<file path="src/rtl/pig_pkg.sv">
package pig_pkg;

    localparam int CODE_W = 4;

    typedef logic [CODE_W-1:0] rate_code_t;

    // Short codes are remapped to these slower codes
    localparam rate_code_t REMAP_CODE1 = 4'd8;
    localparam rate_code_t REMAP_CODE2 = 4'd9;

    typedef struct packed {
        logic       run;    // code is non-zero
        logic [3:0] shift;  // log2 of period
    } rate_cfg_t;

    typedef struct packed {
        logic pf;
        logic irqf;
        logic sqw;
    } pulse_t;

    function automatic rate_cfg_t decode_rate(input rate_code_t code);
        rate_cfg_t  cfg;
        rate_code_t eff;
        case (code)
            4'd1:    eff = REMAP_CODE1;
            4'd2:    eff = REMAP_CODE2;
            default: eff = code;
        endcase
        cfg.run   = (code != '0);
        cfg.shift = eff - 4'd1;
        return cfg;
    endfunction

endpackage

</file>
<file path="src/rtl/pig_rate_dec.sv">
module pig_rate_dec
    import pig_pkg::*;
#(
    parameter int CNT_W = 16
) (
    input  rate_code_t       code,
    input  logic             pie_en,
    input  logic             sqw_en,
    output logic             run,
    output logic [CNT_W-1:0] mask
);
    rate_cfg_t cfg;

    always_comb begin
        cfg  = decode_rate(code);
        run  = cfg.run && (pie_en || sqw_en);
        mask = (CNT_W'(1) << cfg.shift) - CNT_W'(1);
    end

endmodule

</file>
<file path="src/rtl/pig_phase_cnt.sv">
module pig_phase_cnt #(
    parameter int CNT_W = 16
) (
    input  logic             clk,
    input  logic             rst,
    input  logic             step_en,
    input  logic             run,
    input  logic [CNT_W-1:0] mask,
    output logic [CNT_W-1:0] cnt,
    output logic             hit
);
    logic [CNT_W-1:0] cnt_nxt;

    always_comb begin
        cnt_nxt = cnt + CNT_W'(1);
        hit     = step_en && run && ((cnt_nxt & mask) == '0);
    end

    always_ff @(posedge clk) begin
        if (rst)
            cnt <= '0;
        else if (step_en)
            cnt <= cnt_nxt;
    end

    // counter advances by exactly one per enable pulse
    assert_cnt_step_R2: assert property (@(posedge clk) disable iff (rst)
        step_en |=> cnt == $past(cnt) + CNT_W'(1));

    // counter holds between enable pulses
    assert_cnt_hold_R5: assert property (@(posedge clk) disable iff (rst)
        !step_en |=> $stable(cnt));

endmodule

</file>
<file path="src/rtl/pig_pulse_out.sv">
module pig_pulse_out
    import pig_pkg::*;
(
    input  logic   clk,
    input  logic   rst,
    input  logic   hit,
    input  logic   pie_en,
    input  logic   sqw_en,
    output pulse_t pulses
);
    always_ff @(posedge clk) begin
        if (rst) begin
            pulses <= '0;
        end else begin
            pulses.pf   <= hit && pie_en;
            pulses.irqf <= hit && pie_en;
            pulses.sqw  <= hit && sqw_en;
        end
    end

    // flag pulses only follow an enabled event
    assert_pf_cause_R7: assert property (@(posedge clk) disable iff (rst)
        pulses.pf |-> $past(pie_en) && $past(hit));

    assert_irqf_pair_R7: assert property (@(posedge clk) disable iff (rst)
        pulses.pf |-> pulses.irqf);

    // square-wave pulse needs its enable
    assert_sqw_cause_R8: assert property (@(posedge clk) disable iff (rst)
        pulses.sqw |-> $past(sqw_en));

    // single-cycle pulses
    assert_pf_single_R9: assert property (@(posedge clk) disable iff (rst)
        pulses.pf |=> !pulses.pf);

    assert_sqw_single_R9: assert property (@(posedge clk) disable iff (rst)
        pulses.sqw |=> !pulses.sqw);

endmodule

</file>
<file path="src/rtl/periodic_irq_gen.sv">
module periodic_irq_gen
    import pig_pkg::*;
#(
    parameter int CNT_W = 16
) (
    input  logic       clk,
    input  logic       rst,
    input  logic       tick32_en,
    input  logic [3:0] rate_code,
    input  logic       pie_en,
    input  logic       sqw_en,
    output logic       pf_set,
    output logic       irqf_set,
    output logic       sqw_pulse
);
    logic             run;
    logic [CNT_W-1:0] mask;
    logic [CNT_W-1:0] cnt;
    logic             hit;
    pulse_t           pulses;

    pig_rate_dec #(.CNT_W(CNT_W)) u_dec (
        .code   (rate_code),
        .pie_en (pie_en),
        .sqw_en (sqw_en),
        .run    (run),
        .mask   (mask)
    );

    pig_phase_cnt #(.CNT_W(CNT_W)) u_cnt (
        .clk     (clk),
        .rst     (rst),
        .step_en (tick32_en),
        .run     (run),
        .mask    (mask),
        .cnt     (cnt),
        .hit     (hit)
    );

    pig_pulse_out u_out (
        .clk    (clk),
        .rst    (rst),
        .hit    (hit),
        .pie_en (pie_en),
        .sqw_en (sqw_en),
        .pulses (pulses)
    );

    assign pf_set    = pulses.pf;
    assign irqf_set  = pulses.irqf;
    assign sqw_pulse = pulses.sqw;

    // code 0 never yields a pulse
    assert_code0_silent_R4: assert property (@(posedge clk) disable iff (rst)
        ($past(rate_code) == 4'd0) |-> !pf_set && !sqw_pulse);

    // every pulse lands on a period boundary of the count
    assert_aligned_R6: assert property (@(posedge clk) disable iff (rst)
        (pf_set || sqw_pulse) |-> (cnt & $past(mask)) == '0);

    // reset clears outputs
    assert_reset_clear_R1: assert property (@(posedge clk)
        rst |=> !pf_set && !irqf_set && !sqw_pulse);

endmodule

</file>
<file path="config.mk">
export PLATFORM = sky130hd
export DESIGN_NAME = periodic_irq_gen
export DESIGN_NICKNAME = d
export VERILOG_FILES = /design/src/rtl/pig_pkg.sv /design/src/rtl/pig_rate_dec.sv /design/src/rtl/pig_phase_cnt.sv /design/src/rtl/pig_pulse_out.sv /design/src/rtl/periodic_irq_gen.sv
export SDC_FILE = /design/constraint.sdc
export NUM_CORES = 1
export LEC_CHECK = 0
export ABC_AREA = 1
export BUFFER_PORTS_ARGS = -buffer_cell sky130_fd_sc_hd__clkbuf_2
export CAP_MARGIN = 20
export CORE_MARGIN = 8
export CORE_UTILIZATION = 45
export CTS_CLUSTER_DIAMETER = 60
export DETAILED_ROUTE_END_ITERATION = 16
export RECOVER_POWER = 50
export SYNTH_ARGS = -nofsm -noshare
export SYNTH_HDL_FRONTEND = slang
export SYNTH_HIERARCHICAL = 1
export SYNTH_SLANG_ARGS = --single-unit
export TNS_END_PERCENT = 1
</file>
<file path="constraint.sdc">
create_clock -name clk -period 2.3 [get_ports clk]
set_clock_uncertainty 0.15 [all_clocks]
set_input_delay 0.23 -clock clk [delete_from_list [all_inputs] [get_ports clk]]
set_output_delay 0.23 -clock clk [all_outputs]
set_load 0.02 [all_outputs]
</file>
==> reports/metrics.yaml, run 1 <==
cells_and_area:
  areaGrowthSynthToFinish_pct: 7.18
  diodes: 0
  finalNetCount: 298
  multi_input_area_sq_mm: 0.00103
  layout_commonest_cell: "nand2_1"
  seqCellArea_sq_um: 360
  fill_cells: 382
  final_util_pct: 48.9
  fin_cells: 333
  finish.instance_area_sq_mm: 0.00174
  drive_above_1_share_pct: 12.3
  final_cell_mix: "nand2_1 (82), inv_1 (41), nor2_1 (29)"
critical_path:
  crit_slowest_cell: "dfxtp_1"
  worstPathCellList: "ha_1 -> nand3_1 -> nor2_4 -> nand2_1 -> nand3_1 -> nand2_1 -> nor2_1 -> nand3_1 -> nor2_1 -> nand2_1 -> nor2_2"
  crit_arrival_ns: 1.96
  cp.required_ns: 2.39
  startpoint_type: "flip-flop"
  slowest_delay_ns: 0.38
  rr_startpoint: "u_cnt/cnt[1]"
  end_kind: "flip-flop"
  critPathKind: "reg2reg"
  crit_fanout: 5
  crit_start: "u_cnt/cnt[1]"
route:
  wl_per_cell_um: 11.1
  vias_per_cell: 4.74
  drt-initial-drc-count: 75
  drtAntennaViolNets: 0
  drc_errors: 0
  wl_mm: 3.69
  vias: 1579
  dr.pass1.iters: 4
logic_synthesis:
  ys_warn_count: 6
  synthAdderAreaFrac_pct: 1.54
  synth_cell_types: 28
  yosys.area_share.xor_xnor_pct: 2.16
  synth_compound_area_share_pct: 12.2
  netlist_area_sq_mm: 0.00162
  synthMuxAreaShare_pct: 0
  synthCells: 274
  synth-simple-area-share_pct: 47.0
  syn_avg_cell_area_sq_um: 5.92
  ys_ff_latch: 18
  yosysSeqAreaShare_pct: 22.2
  synth_top_family_by_area: "simple AND/OR/NAND/NOR gates"
timing:
  setup_slack_ns: 0.433
  maxSlewViolCount: 0
  tns_ns: 0
  min_period_over_period_pct: 81.2
  final.min_clock_period_ns: 1.87
  hold_viol_final: 0
  rsz0062_at_grt: "no"
  fmaxAchievable_ghz: 0.536
  setup_viol: 0
power:
  ir_drop_v: 0.000235
  power.leakage_nw: 0.871
  p_per_area_mw_per_mm2: 397
cts:
  clock_latency_ns: 0.29
  root_buffer: "clkbuf_4"
  cts_sinks: 18
  htree_levels: 1
  path_clk_slew_ns: 0.10
  cts_max_path_buffers: 2
  numCtsBuffers: 3
  cts_tree: "built"
  post_cts_buffers: 0
floorplan:
  dieHeight_um: 76.0
  floorplan.initialDensity_pct: 45.7
  rows: 22
  dieWidth_um: 76.0
  ios: 12
  core_sq_mm: 0.00355
  dieArea_sq_mm: 0.00578
place:
  place_ws_ns: 0.238
  place.gp.congestion: 0.820
  dp_hpwl_mm: 3.01
  dpl_cell_area_sq_mm: 0.00169
  place_inst: 327
  port_buffers: 11
global_route:
  grt_max_degree: 29
  grt_pass1_wl_mm: 6.53
  grt_pass1_vias: 1477
  grt-ovfl-total: 0
  antenna_found_initial: 0
  grtUsageTotal_pct: 13.3
outcome:
  status: "completed"
hold_path:
  hp-class: "in2reg"
  hold_start: "tick32_en"
flow_run:
  maxCapViolations: 0
cell families after synthesis:
| kind of cell | after synthesis |
|---|---|
| and+or+nand+nor | 163 |
| buffers and inverters | 55 |
| adders and majority gates | 2 |
| other | 2 |
| xor gates and xnor gates | 4 |
| DFF | 18 |
| AOI/OAI and AO/OA | 30 |
worst max-delay path, delay by kind of cell, from the launching register on:
family | cells | cell delay [ns]
adders and majority gates | 1 | 0.21
DFF | 1 | 0.38
and+or+nand+nor | 10 | 1.07
report_power, final:
group,leakage [nW],internal [W],switching [W],total (W)
logic,0.709,0.0000642,0.000113,0.000177
clock network,0.0138,0.0000609,0.0000985,0.000159
registers,0.149,0.000331,0.0000226,0.000354
total,0.871,0.000456,0.000234,0.000691
cell type report:
type                       instances  share of cell area [%]
timing repair buffer              15                    5.04
sequential                        18                    20.7
clock buffer                       3                    1.30
multi-input combinational        203                    59.5
tap                               48                    3.46
inverter                          46                    9.94
synthesized netlist by cell type:
cell type | number | area (sq um)
nand2_1 | 82 | 308
inv_1 | 41 | 154
nor2_1 | 29 | 109
nand3_1 | 26 | 130
dfxtp_1 | 18 | 360
o211ai_1 | 12 | 90.1
nand4_1 | 8 | 50.1
a21oi_1 | 7 | 35.0
inv_2 | 5 | 18.8
nand2_2 | 5 | 31.3
o21ai_0 | 5 | 25.0
nor2_4 | 4 | 45.0
xor2_1 | 4 | 35.0
buf_4 | 3 | 22.5
clkbuf_1 | 3 | 11.3
nor2_2 | 3 | 18.8
o21bai_1 | 3 | 22.5
buf_6 | 2 | 22.5
conb_1 | 2 | 7.51
ha_1 | 2 | 25.0
nand2_4 | 2 | 22.5
nand3_2 | 2 | 20.0
a211oi_1 | 1 | 7.51
a21oi_2 | 1 | 8.76
buf_2 | 1 | 5.00
nand3b_1 | 1 | 7.51
nor2_8 | 1 | 20.0
o21ai_2 | 1 | 8.76
state kept, by name (all words and copies together), names as in the netlist:
register	flops
u_cnt/cnt	16
u_out/pulses	2
timing repair:
item                                    4_1_cts  5_1_grt
hold endpoints to repair                      3        0
hold buffers                                  3        0
gates resized for setup                       0        0
endpoints found under the setup margin        0        0
metrics by stage:
stage,hold WS (ns),total power (W)
detailed placement,0.303,0.000534
finish,0.283,0.000691
global route,0.317,0.000748
global placement,0.297,0.000534
floorplan,0.147,0.000497
CTS,0.274,0.000706
layer usage:
layer  GRT usage, %  part of all wire (%)  up-vias
li1               -                     -      883
met1           17.0                    52      677
met2           21.1                    44       15
met3           2.71                   2.8        4
met4           5.10                   1.1        0
met5              0                     0        -
worst paths after layout:
path	end	slack (ns)	depth (start not counted)
max	u_out/pulses[1]	0.43	11
min	u_cnt/cnt[2]	0.28	3
max reg2reg	u_out/pulses[1]	0.43	11
min reg2reg	u_cnt/cnt[15]	0.40	2
Note: power is estimated with default switching activity, not from simulation.
==> run 2, diff against run 1 <==
- ABC_AREA: 1 -> 0
- PLACE_DENSITY: default -> 0.65
- clock period: 2.3 -> 1.6 ns (I/O delays scaled with it)
==> run 2 against run 1 <==
The run now ends with setup timing left. Fmax decreased by 8.8%. Final cell count is 8.4% lower. Register-to-register slack got worse by 0.88 ns. Clock-buffer cell count up 1. Routed wire length is 34% higher. Utilization is 18 points higher. Die area down 5.0%. Final area up 27%.
==> reports/metrics.yaml, run 2 <==
cts:
  numCtsBuffers: 3  # unchanged
  path_clk_slew_ns: 0.12  # +0.02 ns
  root_buffer: "clkbuf_4"
  htree_levels: 1  # unchanged
  cts_max_path_buffers: 2  # unchanged
  cts_tree: "built"
  clock_latency_ns: 0.30  # about the same
  cts_sinks: 18  # unchanged
cells_and_area:
  areaGrowthSynthToFinish_pct: 44.9
  largest_reg_flops: 16  # unchanged
  final_cell_mix: "buf_4 (51), nor2_1 (20), nand2_1 (19)"
  diodes: 0  # unchanged
  layout_commonest_cell: "buf_4"
  finalNetCount: 271  # -9.1%
  largest-register: "u_cnt/cnt"
  layout_top_registers: "u_cnt/cnt x16, u_out/pulses x2"
  drive_above_1_share_pct: 39.0  # +27 points
  fin_cells: 305  # -8.4%
floorplan:
  dieArea_sq_mm: 0.00549  # -5.0%
  core_sq_mm: 0.00328  # -7.5%
  floorplan.initialDensity_pct: 46.3  # +0.62 points
  ios: 12  # unchanged
  dieWidth_um: 74.1  # -2.5%
  dieHeight_um: 74.1  # -2.5%
  rows: 21  # -4.5%
hold_path:
  hp-class: "in2reg"
  hold_path_end: "u_cnt/cnt[0]"
  hold_start: "rst"
  whs_path_depth: 2  # -1
logic_synthesis:
  synth_area_leaders: "dfxtp_1 (24%), xor2_1 (8.1%), nand2_1 (4.9%)"
  yosys-top-cells-count: "nand2_1 (20), nor2_1 (20), dfxtp_1 (18)"
  ys_ff_latch: 18  # unchanged
  synth_top_area_share_pct: 23.7  # +1.5 points
  ys_warn_count: 6  # unchanged
  yosysSeqAreaShare_pct: 23.7  # +1.5 points
  synth_edf_count: 0  # unchanged
  synthArstFlopShare_pct: 0  # unchanged
  synth_area_leader_cell: "dfxtp_1"
  syn_avg_cell_area_sq_um: 7.64  # +29%
  netlist_area_sq_mm: 0.00152  # -6.2%
  synth-main-ff-cell: "dfxtp_1"
  synthCells: 199  # -27%
  synth_cell_types: 48  # +71%
global_route:
  top_usage_layer: "met2"
  grt_max_degree: 19  # -34%
  use_met1_pct: 20.3  # +3.3 points
  antenna_found_initial: 0  # unchanged
  grtUsageMet2_pct: 30.7  # +9.6 points
  grtUsageMet3_pct: 1.89  # -0.83 points
  grtUsageTotal_pct: 17.2  # +3.9 points
  grt_pass1_wl_mm: 7.44  # +14%
  grt-ovfl-total: 0  # unchanged
  grt_pass1_vias: 1592  # +7.8%
critical_path:
  crit_fanout: 7  # +2
  cp.required_ns: 1.70  # -0.69 ns
  critical-path-top-delay-family: "compound AO/OA/AOI/OAI gates"
  rr_endpoint: "u_out/pulses[1]"
  end_kind: "flip-flop"
  cp_num_buf_inv: 1  # +1
  r2r_cells: 7  # -4
  r2r_slack_ns: -0.45  # -0.88 ns
  worstPathCellList: "nand4_4 -> buf_6 -> o31ai_4 -> a21boi_1 -> a2111oi_1 -> and4_1 -> and3b_1"
  startpoint_type: "flip-flop"
  critPathKind: "reg2reg"
  crit_arrival_ns: 2.15  # +0.19 ns
  slowest_delay_ns: 0.39  # about the same
  crit_slowest_cell: "dfxtp_4"
  rr_startpoint: "u_cnt/cnt[2]"
route:
  dr.pass1.iters: 5  # +1
  drtAntennaViolNets: 0  # unchanged
  vias_per_cell: 5.74  # +21%
  wl_mm: 4.93  # +34%
  wl_per_cell_um: 16.2  # +46%
  vias: 1752  # +11%
  drc_errors: 0  # unchanged
  drt-initial-drc-count: 168  # +120%
power:
  power.leakage_nw: 0.976  # +12%
  ir_drop_v: 0.000236  # +0.38%
  p_per_area_mw_per_mm2: 438  # +10%
place:
  port_buffers: 11  # unchanged
  place_ws_ns: -0.400  # -0.637 ns
  dp_hpwl_mm: 3.42  # +14%
  place_inst: 293  # -10%
  place.gp.congestion: 0.960  # +17%
timing:
  tns_ns: -2.49  # -2.49 ns
  final.min_clock_period_ns: 2.05  # +0.180 ns
  hold_viol_final: 0  # unchanged
  rsz0062_at_grt: "yes"
  min_period_over_period_pct: 128  # +47 points
  setup_slack_ns: -0.447  # -0.880 ns
  maxSlewViolCount: 0  # unchanged
  setup_viol: 11  # +11
  fmaxAchievable_ghz: 0.488  # -8.8%
outcome:
  status: "finished, violations left"
  violations: "setup timing"
flow_run:
  maxCapViolations: 0  # unchanged
## run 2: per-layer routing
metal | wire length (um) | up-vias | share of wire [%]
li1 | - | 821 | -
met1 | 2020 | 835 | 41
met2 | 2530 | 81 | 51
met3 | 263 | 15 | 5.3
met4 | 116 | 0 | 2.4
met5 | 0 | - | 0
## run 2: repair_timing
action                     CTS  global route
pin swaps                    7            14
hold buffers                 2             0
resized for setup           20            17
buffers inserted             0             6
hold endpoints to repair     2             0
setup endpoints to repair   10            11
## run 2: per-stage QoR
step | utilization (%) | total power (W) | instance area, sq um | hold WS (ns)
finish | 67.1 | 0.000965 | 2200 | 0.140
global route | 67.1 | 0.00102 | 2200 | 0.138
CTS | 63.2 | 0.000958 | 2080 | 0.131
detailed placement | 59.5 | 0.000669 | 1960 | 0.288
global placement | 59.5 | 0.000664 | 1960 | 0.282
floorplan | - | 0.000586 | 1580 | 0.174
## run 2: worst register-to-register path: cells and delay by family, from the launching register on
| kind | cells | cell delay [ns] |
|---|---|---|
| AOI/OAI and AO/OA | 3 | 0.64 |
| and+or+nand+nor | 3 | 0.63 |
| DFF | 1 | 0.39 |
| buffers and inverters | 1 | 0.20 |
## run 2: final cells by class
cell class / count / area [sq um]
multi-input cells: 157 / 1150
clock buffers: 4 / 36.3
inverters: 9 / 36.3
repair buffers: 71 / 533
fillers: 272 / 1080
well taps: 46 / 57.6
flip-flops and latches: 18 / 385
## run 2: worst max path at each step
stage | slack (ns) | cells after the start | from | to
2_1_floorplan | -0.26 | 7 | u_cnt/cnt[4] | u_out/pulses[0]
6_report | -0.45 | 7 | u_cnt/cnt[2] | u_out/pulses[1]
3_3_place_gp | -0.38 | 7 | u_cnt/cnt[2] | u_out/pulses[1]
5_1_grt | -0.46 | 7 | u_cnt/cnt[8] | u_out/pulses[0]
4_1_cts | -0.37 | 6 | u_cnt/cnt[3] | u_out/pulses[1]
3_5_place_dp | -0.40 | 7 | u_cnt/cnt[2] | u_out/pulses[1]
## run 2: cell families after synthesis
group                    synth area share, %
AND/OR/NAND/NOR                         35.6
other                                  0.494
XOR/XNOR                                12.1
adder cells (fa/ha/maj)                 1.65
AO/OA/AOI/OAI                           14.7
multiplexers                            2.63
buffers and inverters                   9.05
flip-flops                              23.7
## run 2: power breakdown
part           internal, W  total, W  switching, W  leakage, nW
Combinational     0.000103  0.000221      0.000117        0.804
Clock             0.000139  0.000285      0.000147       0.0210
Sequential        0.000449  0.000459     0.0000101        0.152
